[config.mk]
export PLATFORM = sky130hd
export DESIGN_NAME = bulkEraseGuard
export DESIGN_NICKNAME = d
export VERILOG_FILES = /design/src/rtl/bulkGuardPkg.sv /design/src/rtl/guardCtrl.sv /design/src/rtl/guardData.sv /design/src/rtl/bulkEraseGuard.sv
export SDC_FILE = /design/constraint.sdc
export NUM_CORES = 1
export LEC_CHECK = 0
export BUFFER_PORTS_ARGS = -buffer_cell sky130_fd_sc_hd__buf_2
export CORE_ASPECT_RATIO = 0.8
export CORE_MARGIN = 5
export CORE_UTILIZATION = 40
export CTS_BUF_LIST = sky130_fd_sc_hd__clkbuf_8
export DETAILED_ROUTE_END_ITERATION = 8
export HOLD_SLACK_MARGIN = 0.05
export PLACE_DENSITY = 0.62
export RECOVER_POWER = 100
export SKIP_CTS_REPAIR_TIMING = 1
export SLEW_MARGIN = 10
export SYNTH_ARGS = -nofsm -noshare
export SYNTH_HDL_FRONTEND = slang
export SYNTH_SLANG_ARGS = --single-unit
[constraint.sdc]
create_clock -name clk -period 2.2 [get_ports clk]
set_input_delay 0.55 -clock clk [delete_from_list [all_inputs] [get_ports clk]]
set_output_delay 0.55 -clock clk [all_outputs]
set_load 0.02 [all_outputs]
[src/rtl/bulkGuardPkg.sv]
package bulkGuardPkg;

  localparam int unsigned OP_W = 4;

  typedef logic [OP_W-1:0] opcode_t;

  localparam opcode_t OP_WRITE_ALL = 4'h1;
  localparam opcode_t OP_ERASE_ALL = 4'h2;
  localparam opcode_t OP_RPT_OFF   = 4'h3;
  localparam opcode_t OP_RPT_ON    = 4'h4;

  localparam logic [2:0] STATUS_SIG = 3'b101;

  // strobes from the sequencer to the datapath, valid for one cycle
  typedef struct packed {
    logic loadTimer;   // launch a bulk cycle
    logic opIsWrite;   // launched cycle is write-all (else erase-all)
    logic setParity;
    logic clrParity;
    logic setInstr;
    logic clrInstr;
    logic rptOn;
    logic rptOff;
  } guardStrobe_t;

endpackage

[src/rtl/guardCtrl.sv]
module guardCtrl
  import bulkGuardPkg::*;
(
  input  logic         clk,
  input  logic         rstN,
  input  logic         cmdValid,
  input  opcode_t      cmdCode,
  input  logic         parityErr,
  input  logic         busy,
  output guardStrobe_t strobe
);

  logic armedQ;
  logic armedNext;

  always_comb begin
    strobe    = '0;
    armedNext = armedQ;
    if (cmdValid) begin
      if (busy) begin
        strobe.setInstr = 1'b1;
      end else if (parityErr) begin
        strobe.setParity = 1'b1;
        armedNext        = 1'b0;
      end else begin
        strobe.clrParity = 1'b1;
        if (armedQ) begin
          armedNext = 1'b0;
          unique case (cmdCode)
            OP_ERASE_ALL: begin
              strobe.loadTimer = 1'b1;
              strobe.clrInstr  = 1'b1;
            end
            OP_WRITE_ALL: begin
              strobe.loadTimer = 1'b1;
              strobe.opIsWrite = 1'b1;
              strobe.clrInstr  = 1'b1;
            end
            default: strobe.setInstr = 1'b1;
          endcase
        end else begin
          unique case (cmdCode)
            OP_ERASE_ALL: begin
              armedNext       = 1'b1;
              strobe.clrInstr = 1'b1;
            end
            OP_WRITE_ALL: strobe.setInstr = 1'b1;
            OP_RPT_ON: begin
              strobe.rptOn    = 1'b1;
              strobe.clrInstr = 1'b1;
            end
            OP_RPT_OFF: begin
              strobe.rptOff   = 1'b1;
              strobe.clrInstr = 1'b1;
            end
            default: strobe.clrInstr = 1'b1;
          endcase
        end
      end
    end
  end

  always_ff @(posedge clk) begin
    if (!rstN) armedQ <= 1'b0;
    else       armedQ <= armedNext;
  end


  busy_reject_chk: assert property (@(posedge clk) disable iff (!rstN)
    (cmdValid && busy) |-> !strobe.loadTimer);


  launch_needs_arm_chk: assert property (@(posedge clk) disable iff (!rstN)
    strobe.loadTimer |-> armedQ);


  arm_single_use_chk: assert property (@(posedge clk) disable iff (!rstN)
    (armedQ && cmdValid && !busy) |=> !armedQ);

endmodule

[src/rtl/guardData.sv]
module guardData
  import bulkGuardPkg::*;
#(
  parameter int unsigned BUSY_CYCLES = 200
) (
  input  logic         clk,
  input  logic         rstN,
  input  guardStrobe_t strobe,
  input  logic         chipSel,
  output logic         busy,
  output logic [7:0]   statusByte,
  output logic         doutEn,
  output logic         doutVal,
  output logic         eraseGo,
  output logic         writeGo
);

  localparam int unsigned CNT_W = $clog2(BUSY_CYCLES + 1);
  localparam logic [CNT_W-1:0] CNT_LOAD = CNT_W'(BUSY_CYCLES);
  localparam logic [CNT_W-1:0] CNT_ONE  = CNT_W'(1);

  logic [CNT_W-1:0] cntQ;
  logic parityQ;
  logic instrQ;
  logic rptEnQ;
  logic readyHoldQ;

  always_ff @(posedge clk) begin
    if (!rstN) begin
      cntQ       <= '0;
      parityQ    <= 1'b0;
      instrQ     <= 1'b0;
      rptEnQ     <= 1'b0;
      readyHoldQ <= 1'b0;
      eraseGo    <= 1'b0;
      writeGo    <= 1'b0;
    end else begin
      if (strobe.loadTimer)  cntQ <= CNT_LOAD;
      else if (cntQ != '0)   cntQ <= cntQ - CNT_ONE;

      eraseGo <= strobe.loadTimer && !strobe.opIsWrite;
      writeGo <= strobe.loadTimer &&  strobe.opIsWrite;

      if (strobe.setParity)      parityQ <= 1'b1;
      else if (strobe.clrParity) parityQ <= 1'b0;

      if (strobe.setInstr)       instrQ <= 1'b1;
      else if (strobe.clrInstr)  instrQ <= 1'b0;

      if (strobe.rptOn)          rptEnQ <= 1'b1;
      else if (strobe.rptOff)    rptEnQ <= 1'b0;

      if (strobe.loadTimer || !chipSel)       readyHoldQ <= 1'b0;
      else if (cntQ == CNT_ONE && rptEnQ)     readyHoldQ <= 1'b1;
    end
  end

  assign busy       = (cntQ != '0);
  assign statusByte = {STATUS_SIG, parityQ, instrQ, busy, 2'b00};
  assign doutEn     = (busy && rptEnQ) || readyHoldQ;
  assign doutVal    = readyHoldQ && !busy;


  busy_start_chk: assert property (@(posedge clk) disable iff (!rstN)
    $rose(busy) |-> $past(strobe.loadTimer));


  count_down_chk: assert property (@(posedge clk) disable iff (!rstN)
    (busy && !strobe.loadTimer) |=> (cntQ == $past(cntQ) - CNT_ONE));


  busy_drive_low_chk: assert property (@(posedge clk) disable iff (!rstN)
    (busy && rptEnQ) |-> (doutEn && !doutVal));


  cs_release_chk: assert property (@(posedge clk) disable iff (!rstN)
    (!chipSel && !busy && !strobe.loadTimer) |=> !doutEn);

endmodule

[src/rtl/bulkEraseGuard.sv]
module bulkEraseGuard
  import bulkGuardPkg::*;
#(
  parameter int unsigned BUSY_CYCLES = 200
) (
  input  logic       clk,
  input  logic       rstN,
  input  logic       cmdValid,
  input  logic [3:0] cmdCode,
  input  logic       parityErr,
  input  logic       chipSel,
  output logic       eraseAllGo,
  output logic       writeAllGo,
  output logic       busy,
  output logic [7:0] statusByte,
  output logic       doutEn,
  output logic       doutVal
);

  guardStrobe_t strobe;

  guardCtrl u_ctrl (
    .clk       (clk),
    .rstN      (rstN),
    .cmdValid  (cmdValid),
    .cmdCode   (opcode_t'(cmdCode)),
    .parityErr (parityErr),
    .busy      (busy),
    .strobe    (strobe)
  );

  guardData #(.BUSY_CYCLES(BUSY_CYCLES)) u_data (
    .clk        (clk),
    .rstN       (rstN),
    .strobe     (strobe),
    .chipSel    (chipSel),
    .busy       (busy),
    .statusByte (statusByte),
    .doutEn     (doutEn),
    .doutVal    (doutVal),
    .eraseGo    (eraseAllGo),
    .writeGo    (writeAllGo)
  );

endmodule

==> out/results.tsv, run 1 <==
metric	value	unit
status	finished clean	
antenna violations before repair	0	
total power	1.353	mW
R2R Path Start	u_data.cntQ[1]	
max frequency	471.9	MHz
routed via count	791	
Post-Synth Adder-Cell Area	2.899	%
register area share after synthesis	34.78	%
Final Slew Violations	0	
GPL Wtd Cong	0.8209	
met3 usage	4.963	%
n_diodes	0	
mux cell area share after synthesis	1.159	%
WP data arrival	1.57	ns
crit start category	flip-flop	
# rows	15	
gr usage total	12.71	%
min-delay src	u_data.cntQ[0]	
fin nets	130	
Syn Std Cell Area	863.3	um2
crit end category	output pin	
R2R cell count	7	
height of the die	51.56	um
final setup fails	0	
Clock Sinks	15	
Detailed Route Iter0 Violations	11	
clk_lat worst skew	0.25	ns
Fin Clk Skew	0.006201	ns
met1 global-route usage	15.76	%
share of cells above drive strength 1	28.81	%
largest net degree at the start of global routing	18	
hold endpoint	u_data.cntQ[0]	
CP required	1.65	ns
RR Endpoint	u_ctrl.armedQ	
port bufs	16	
max cap viols	0	
wire per inst	13.53	um
YS warnings	0	
final wirelength	1935	um
Hold Violations, Final	0	
Setup TNS	0	ns
Initial Utilization	41.07	%
die footprint	3193	um2
post-synthesis simple-gate area fraction	32.17	%
top post-synthesis cells by area	dfxtp_1 (35%), buf_4 (7.0%), nand2_1 (3.0%)	
core area	2102	um2
clk buf depth	2	
gr busiest metal	met2	
xor-xnor portion of the synthesized cell area	3.043	%
Hold Path Depth	2	
Synth Area in Compound Gates	15.51	%
vias in the first global route	712	
R2R Setup Slk	0.43	ns
Peak VDD IR	0.0007415	V
top cell type's share of synthesized area	34.78	%
DRC errors left	0	
die width	61.94	um
main combinational cell family by area after synthesis	simple AND/OR/NAND/NOR gates	
standby leakage power	0.4708	nW
post-synth cell types	42	
drt pass-1 iters	4	
maximum fanout along the worst path	8	
post-DP HPWL	1372	um
pwr/cell area	1316	nW/um2
Synth Register Bits	15	
Overflow after GRT	0	
CTS tree	yes	
syn avg cell area	8.633	um2
Area Growth Syn to Fin	19.13	%
IO Count	22	
post-synth top area cell	dfxtp_1	
Mapped Cells	100	
CTS Buf Count	3	
via/cell ratio	5.531	
H-tree Lvls	1	
Hold Path Class	flip-flop to flip-flop	
Tcrit/Tclk final	96.32	%
Reg clk slew, reported paths	0.06	ns
post-route ant nets	0	
met2 global-route usage	19.14	%
CP Class	flip-flop to output pin	
first-pass GRT wire length	3029	um
CTS Root Cell	clkbuf_8	
Tmin final	2.119	ns
==> synthesized netlist by cell type <==
cell type	count
nor2_1	7
nor4_4	1
nor4_1	3
nor2b_1	3
nand4_1	1
nand3_1	3
inv_1	3
or4b_1	1
o21a_1	1
a31oi_1	3
o311a_2	1
a21o_1	1
and3_1	3
a41oi_1	1
nor3b_2	1
mux2i_1	1
conb_1	2
nand2_1	7
o31ai_1	1
a21oi_1	2
clkbuf_1	1
and2_1	1
o21ai_0	5
and3_2	2
or3b_2	1
buf_1	1
nand3_2	1
a21boi_1	1
nor3_1	3
or4_1	1
xor2_1	1
buf_4	8
o211a_1	1
inv_2	1
a41o_1	2
and2_2	1
dfxtp_1	15
and4b_1	1
xnor2_1	2
nor4b_1	2
ha_1	2
nand2b_1	1
==> kinds of logic after synthesis <==
family,after synthesis
and+or+nand+nor,44
AOI/OAI and AO/OA,19
DFF,15
buffers and inverters,14
xor gates and xnor gates,3
adders and majority gates,2
other,2
muxes,1
==> report_power, final <==
group          leakage [nW]  total, mW  switching, mW  internal (mW)
logic                 0.320      0.695          0.365          0.330
clock network        0.0269      0.221         0.0969          0.124
registers             0.124      0.437         0.0958          0.341
==> final cells by class <==
type                            instances  area, um2
Inverter                                4      20.02
Timing Repair Buffer                   21      115.1
Sequential cell                        15      305.3
Tap cell                               25      31.28
Clock buffer                            3      41.29
Clock inverter                          1      3.754
Multi-Input combinational cell         74      511.7
Fill cell                             219       1074
==> metrics by stage <==
stage	hold slack, ns	util (%)	area (um2)	std cells	setup slack, ns
4_1_cts	0.5336	46.55	978.4	140	-0.1558
3_3_place_gp	0.5055	44.40	933.4	136	0.1873
3_5_place_dp	0.5207	44.40	933.4	136	0.1235
6_report	0.5171	48.93	1028	143	0.08087
2_1_floorplan	0.4865	-	874.6	103	0.1618
5_1_grt	0.5603	48.93	1028	143	-0.01775
==> registers in the layout (all words and copies together) (netlist names) <==
name	flops
u_data.instrQ	1
u_data.eraseGo	1
u_data.rptEnQ	1
u_data.parityQ	1
u_ctrl.armedQ	1
u_data.cntQ	8
u_data.writeGo	1
u_data.readyHoldQ	1
==> worst max-delay path, stage by stage, from the launching register on <==
cell and delay (ns):
dfxtp_2 0.34, inv_2 0.08, ha_4 0.14, nor3b_4 0.19, and2_4 0.19, inv_4 0.05
a21o_1 0.18, buf_4 0.15
==> how the worst max path moves through the flow <==
stage	from	to	slack [ns]	depth (start not counted)
2_1_floorplan	u_data.cntQ[0]	doutEn	0.16	6
3_3_place_gp	u_data.cntQ[0]	doutEn	0.19	7
3_5_place_dp	u_data.cntQ[0]	doutEn	0.12	7
4_1_cts	u_data.cntQ[0]	doutEn	-0.16	7
5_1_grt	u_data.cntQ[1]	doutEn	-0.02	7
6_report	u_data.cntQ[1]	doutEn	0.08	7
==> metal layers <==
layer  vias to the layer above  part of all wire [%]
li1                        392                     -
met1                       377                    46
met2                        17                    47
met3                         5                   5.6
met4                         0                   1.6
met5                         -                     0
==> cell usage in the layout (no fill, tap or decap), types with 3 or more instances in the layout <==
master | Yosys | layout
nor4_1 | 3 | 3
nor3_1 | 3 | 3
buf_2 | 0 | 11
a31oi_1 | 3 | 3
and3_1 | 3 | 3
nor2b_1 | 3 | 3
buf_4 | 8 | 6
o21ai_0 | 5 | 5
nand2_1 | 7 | 7
conb_1 | 2 | 5
dfxtp_1 | 15 | 13
nand3_1 | 3 | 3
clkbuf_1 | 1 | 4
clkbuf_8 | 0 | 3
nor2_1 | 7 | 7
(Power assumes the default switching activity.)
==> run 2, diff against run 1 <==
Settings changed: CORE_MARGIN 5 to 1.5.
==> run 2 against run 1 <==
Compared with the run above: combinational power shrank 7.1%; worst hold slack gained 0.0088 ns; sequential power is essentially flat; global-route usage grew 4.4 points; total power shrank 3.8%; non-clock buffer count shrank 3; final cell count shrank 2.8%; critical path depth is the same; die area shrank 23%; flip-flop and latch count is the same; register-to-register slack gained 0.02 ns; critical path type unchanged; largest cell class unchanged; largest power group unchanged.
==> out/results.tsv, run 2 (synthesized netlist as in run 1, its figures left out) <==
metric	value	unit	change
Peak VDD IR	0.0008717	V	+18%
CTS tree	yes		
routed wl met3	128	um	+19%
routed via count	732		-7.5%
n_diodes	0		unchanged
slowest stage delay, CP	0.34	ns	about the same
H-tree Lvls	1		unchanged
status	finished clean		
antenna violations before repair	0		unchanged
IO Count	22		unchanged
CTS Buf Count	3		unchanged
Initial Utilization	44.01	%	+2.9 points
Tmin final	2.127	ns	+0.007807 ns
commonest non-fill, non-tap cell in the layout	dfxtp_1		
pwr/cell area	1296	nW/um2	-1.5%
filler instances	195		-11%
port bufs	16		unchanged
via/cell ratio	5.266		-4.8%
CP Class	flip-flop to output pin		
# rows	14		-1
Hold Violations, Final	0		unchanged
max frequency	470.2	MHz	-0.37%
fin nets	127		-2.3%
GPL Wtd Cong	0.8817		+7.4%
worst-path cell chain	inv_2 > ha_4 > nor3b_4 > and2_4 > inv_4 > a21o_1 > buf_4		
Clock Sinks	15		unchanged
multi-input logic area	511.7	um2	unchanged
crit end category	output pin		
standby leakage power	0.4563	nW	-3.1%
WP data arrival	1.58	ns	about the same
Tcrit/Tclk final	96.68	%	+0.35 points
metal2 WL	702	um	-22%
Detailed Route Iter0 Violations	15		+4
Largest Register	u_data.cntQ		
routed metal-1 wire length	1026	um	+15%
Fin Clk Skew	0.003543	ns	-0.002658 ns
height of the die	44.56	um	-14%
gr usage total	17.07	%	+4.4 points
post-route ant nets	0		unchanged
CP required	1.65	ns	about the same
Area Growth Syn to Fin	16.38	%	
Final Slew Violations	0		unchanged
Overflow after GRT	0		unchanged
Inst Count DP	135		-0.74%
first-pass GRT wire length	2863	um	-5.5%
post-DP HPWL	1316	um	-4.1%
drt pass-1 iters	4		unchanged
DRC errors left	0		unchanged
Largest register FFs	8		unchanged
total power	1.302	mW	-3.8%
core area	1962	um2	-6.7%
Reg clk slew, reported paths	0.06	ns	about the same
Top Layer Used	met4		
share of cells above drive strength 1	26.96	%	-1.9 points
crit start category	flip-flop		
final wirelength	1868	um	-3.5%
Crit-path slowest cell	dfxtp_2		
most frequent cells in the layout	dfxtp_1 (13), buf_2 (11), nor2_1 (7), nand2_1 (7)		
Sequential cell area	305.3	um2	unchanged
die width	54.94	um	-11%
vias in the first global route	606		-15%
clk_lat worst skew	0.25	ns	about the same
maximum fanout along the worst path	8		unchanged
wire per inst	13.44	um	-0.68%
largest net degree at the start of global routing	18		unchanged
final setup fails	0		unchanged
max cap viols	0		unchanged
Hold Path Class	flip-flop to flip-flop		
Non-Filler Instances	139		-2.8%
clk buf depth	2		unchanged
CTS Root Cell	clkbuf_8		
die footprint	2448	um2	-23%
[run 2: layer usage]
layer / vias up / global-route usage (%)
met1: 325 / 27.35
met5: - / 0
met3: 2 / 8.446
met4: 0 / 5.854
met2: 23 / 18.33
li1: 382 / -
[run 2: path summary, 6_finish.rpt]
| kind | from | to | slack (ns) | cells past startpoint |
|---|---|---|---|---|
| worst max-delay path | u_data.cntQ[1] | doutEn | 0.07 | 7 |
| worst min-delay path | u_data.cntQ[0] | u_data.cntQ[0] | 0.53 | 2 |
| worst max register to register | u_data.cntQ[1] | u_ctrl.armedQ | 0.45 | 7 |
| worst min register to register | u_data.cntQ[0] | u_data.cntQ[0] | 0.53 | 2 |
[run 2: area by class of cell]
type | instances | area share (%)
Multi-Input combinational cell | 74 | 50.93
Timing Repair Buffer | 18 | 9.215
Clock inverter | 1 | 0.3736
Tap cell | 24 | 2.989
Sequential cell | 15 | 30.39
Clock buffer | 3 | 4.110
Inverter | 4 | 1.993
[run 2: metrics by stage]
step | hold slack (ns) | setup WS [ns] | area [um2] | utilization (%) | TNS [ns]
6_report | 0.5259 | 0.07306 | 1005 | 51.21 | 0
5_1_grt | 0.5488 | -0.009383 | 1005 | 51.21 | -0.009383
4_1_cts | 0.5358 | -0.1575 | 977.2 | 49.81 | -0.2721
3_5_place_dp | 0.5216 | 0.1227 | 932.1 | 47.51 | 0
3_3_place_gp | 0.5066 | 0.2052 | 932.1 | 47.51 | 0
2_1_floorplan | 0.4865 | 0.1618 | 874.6 | - | 0
[run 2: power breakdown]
group	internal, mW	switching (mW)
sequential	0.341	0.0969
clock	0.123	0.0942
combinational	0.297	0.349
total	0.762	0.540
[run 2: worst max-delay path: cells and delay by family, from the launching register on]
kind,cells,cell delay (ns)
simple gates,2,0.38
buf+inv,3,0.30
fa+ha+maj,1,0.14
flops,1,0.34
compound gates,1,0.18
==> run 3, diff against run 2 <==
Settings changed: CORE_ASPECT_RATIO 0.8 to not set, CORE_UTILIZATION 40 to 53, PLACE_DENSITY 0.62 to 0.79.
==> run 3 against run 2 <==
Compared with the run above: total power decreased by 1.1%; clock skew increased by 0.0011 ns; flip-flop and latch count unchanged; final cell count decreased by 4.3%; via count increased by 4.1%; global-route usage increased by 3.9 points.
==> out/results.tsv, run 3 (synthesized netlist as in run 1, its figures left out) <==
metric	value	unit	change
gr usage total	20.97	%	+3.9 points
die footprint	1880	um2	-23%
final setup fails	0		unchanged
pwr/cell area	1288	nW/um2	-0.62%
Clock Sinks	15		unchanged
Tcrit/Tclk final	98.12	%	+1.4 points
CP required	1.65	ns	about the same
GPL Wtd Cong	0.8595		-2.5%
share of cells above drive strength 1	27.35	%	+0.39 points
Reg clk slew, reported paths	0.06	ns	about the same
routed via count	762		+4.1%
first-pass GRT wire length	2891	um	+0.98%
Pint	769.2	uW	+0.96%
Fin Clk Skew	0.004617	ns	+0.001073 ns
Peak VDD IR	0.0009566	V	+9.7%
commonest non-fill, non-tap cell in the layout	dfxtp_1		
maximum fanout along the worst path	8		unchanged
Final Slew Violations	0		unchanged
Sequential cell area	305.3	um2	unchanged
sequential share of power	33.4	%	-0.3 points
max cap viols	0		unchanged
Largest register FFs	8		unchanged
antenna violations before repair	0		unchanged
H-tree Lvls	1		unchanged
Inst Count DP	127		-5.9%
clk buf depth	2		unchanged
Crit-path slowest cell	dfxtp_4		
sw power	518.6	uW	-4.0%
Tmin final	2.159	ns	+0.03168 ns
drt pass-1 iters	4		unchanged
Hold Violations, Final	0		unchanged
Largest Register	u_data.cntQ		
CP Class	flip-flop to output pin		
final wirelength	1673	um	-10%
port bufs	16		unchanged
final worst setup slack	0.04138	ns	-0.03168 ns
crit-path leading delay family	simple AND/OR/NAND/NOR gates		
DRC errors left	0		unchanged
Overflow after GRT	0		unchanged
vias in the first global route	687		+13%
crit start category	flip-flop		
CTS tree	yes		
Initial Utilization	56.65	%	+13 points
most frequent cells in the layout	dfxtp_1 (13), buf_2 (10), nor2_1 (7), nand2_1 (7)		
via/cell ratio	5.729		+8.8%
core area	1524	um2	-22%
standby leakage power	0.4616	nW	+1.2%
CTS Buf Count	3		unchanged
WP data arrival	1.61	ns	+0.03 ns
Clk network pwr share	16.7	%	about the same
wire per inst	12.58	um	-6.4%
post-DP HPWL	1191	um	-9.5%
largest net degree at the start of global routing	18		unchanged
Detailed Route Iter0 Violations	19		+4
post-route ant nets	0		unchanged
max frequency	463.3	MHz	-1.5%
n_diodes	0		unchanged
slowest stage delay, CP	0.36	ns	+0.02 ns
Area Growth Syn to Fin	15.80	%	
worst-path cell chain	inv_2 > ha_2 > nor3b_4 > and2_4 > inv_4 > a21o_1 > buf_6		
clk_lat worst skew	0.25	ns	about the same
IO Count	22		unchanged
die width	43.36	um	-21%
multi-input logic area	501.7	um2	-2.0%
utilization after layout	65.60	%	+14 points
# rows	14		unchanged
fin nets	129		+1.6%
power share of the combinational group	49.8	%	+0.2 points
crit end category	output pin		
Switching Fraction	40.27	%	-1.2 points
CTS Root Cell	clkbuf_8		
pre-CTS setup slack	0.1600	ns	+0.03735 ns
status	finished clean		
Hold Path Class	flip-flop to flip-flop		
CP bufs+invs	3		unchanged
filler instances	127		-35%
height of the die	43.36	um	-2.7%
Non-Filler Instances	133		-4.3%
[run 3: changes by cell type in the layout (fill, tap and decap cells not counted), sizes merged]
cell | before | now
clkbuf | 7 | 8
buf | 14 | 15
[run 3: power groups by stage]
stage,clock network [mW],registers (mW),logic (mW)
after floorplan,0,0.406,0.456
after detailed placement,0,0.421,0.574
after CTS,0.221,0.416,0.578
after global placement,0,0.419,0.567
final,0.216,0.431,0.642
after global routing,0.232,0.445,0.709
[run 3: worst min-delay path: cells and delay by family (launching register included)]
| kind | cells | cell delay, ns |
|---|---|---|
| AOI/OAI and AO/OA | 1 | 0.06 |
| and+or+nand+nor | 1 | 0.05 |
| DFF | 1 | 0.36 |
[run 3: final timing paths]
path	from	cells past startpoint	end	slack, ns
setup / recovery	u_data.cntQ[0]	7	doutEn	0.04
hold / removal	u_data.cntQ[0]	2	u_data.cntQ[0]	0.52
setup reg to reg	u_data.cntQ[0]	6	u_data.cntQ[6]	0.38
hold reg to reg	u_data.cntQ[0]	2	u_data.cntQ[0]	0.52
[run 3: layout make-up]
type / count / area share, %
clock inverter: 1 / 0.3755
inverter: 4 / 1.752
clock buffer: 3 / 4.130
timing repair buffer: 20 / 11.01
tap: 16 / 2.003
sequential: 15 / 30.54
multi-input combinational: 74 / 50.19
[run 3: through the flow]
step	setup TNS (ns)	hold slack, ns	power, mW	area (um2)
3_5_place_dp	0	0.5080	0.9945	922.1
4_1_cts	-0.1740	0.5369	1.215	967.2
5_1_grt	-0.003718	0.5553	1.386	999.7
3_3_place_gp	0	0.4932	0.9861	922.1
2_1_floorplan	0	0.4865	0.8627	874.6
6_report	0	0.5160	1.288	999.7
[run 3: per-layer routing]
layer	track usage, %	vias to the layer above	wire (um)
li1	-	385	-
met1	25.26	350	755
met2	33.73	22	791
met3	6.250	5	93
met4	10.91	0	33
met5	0	-	0
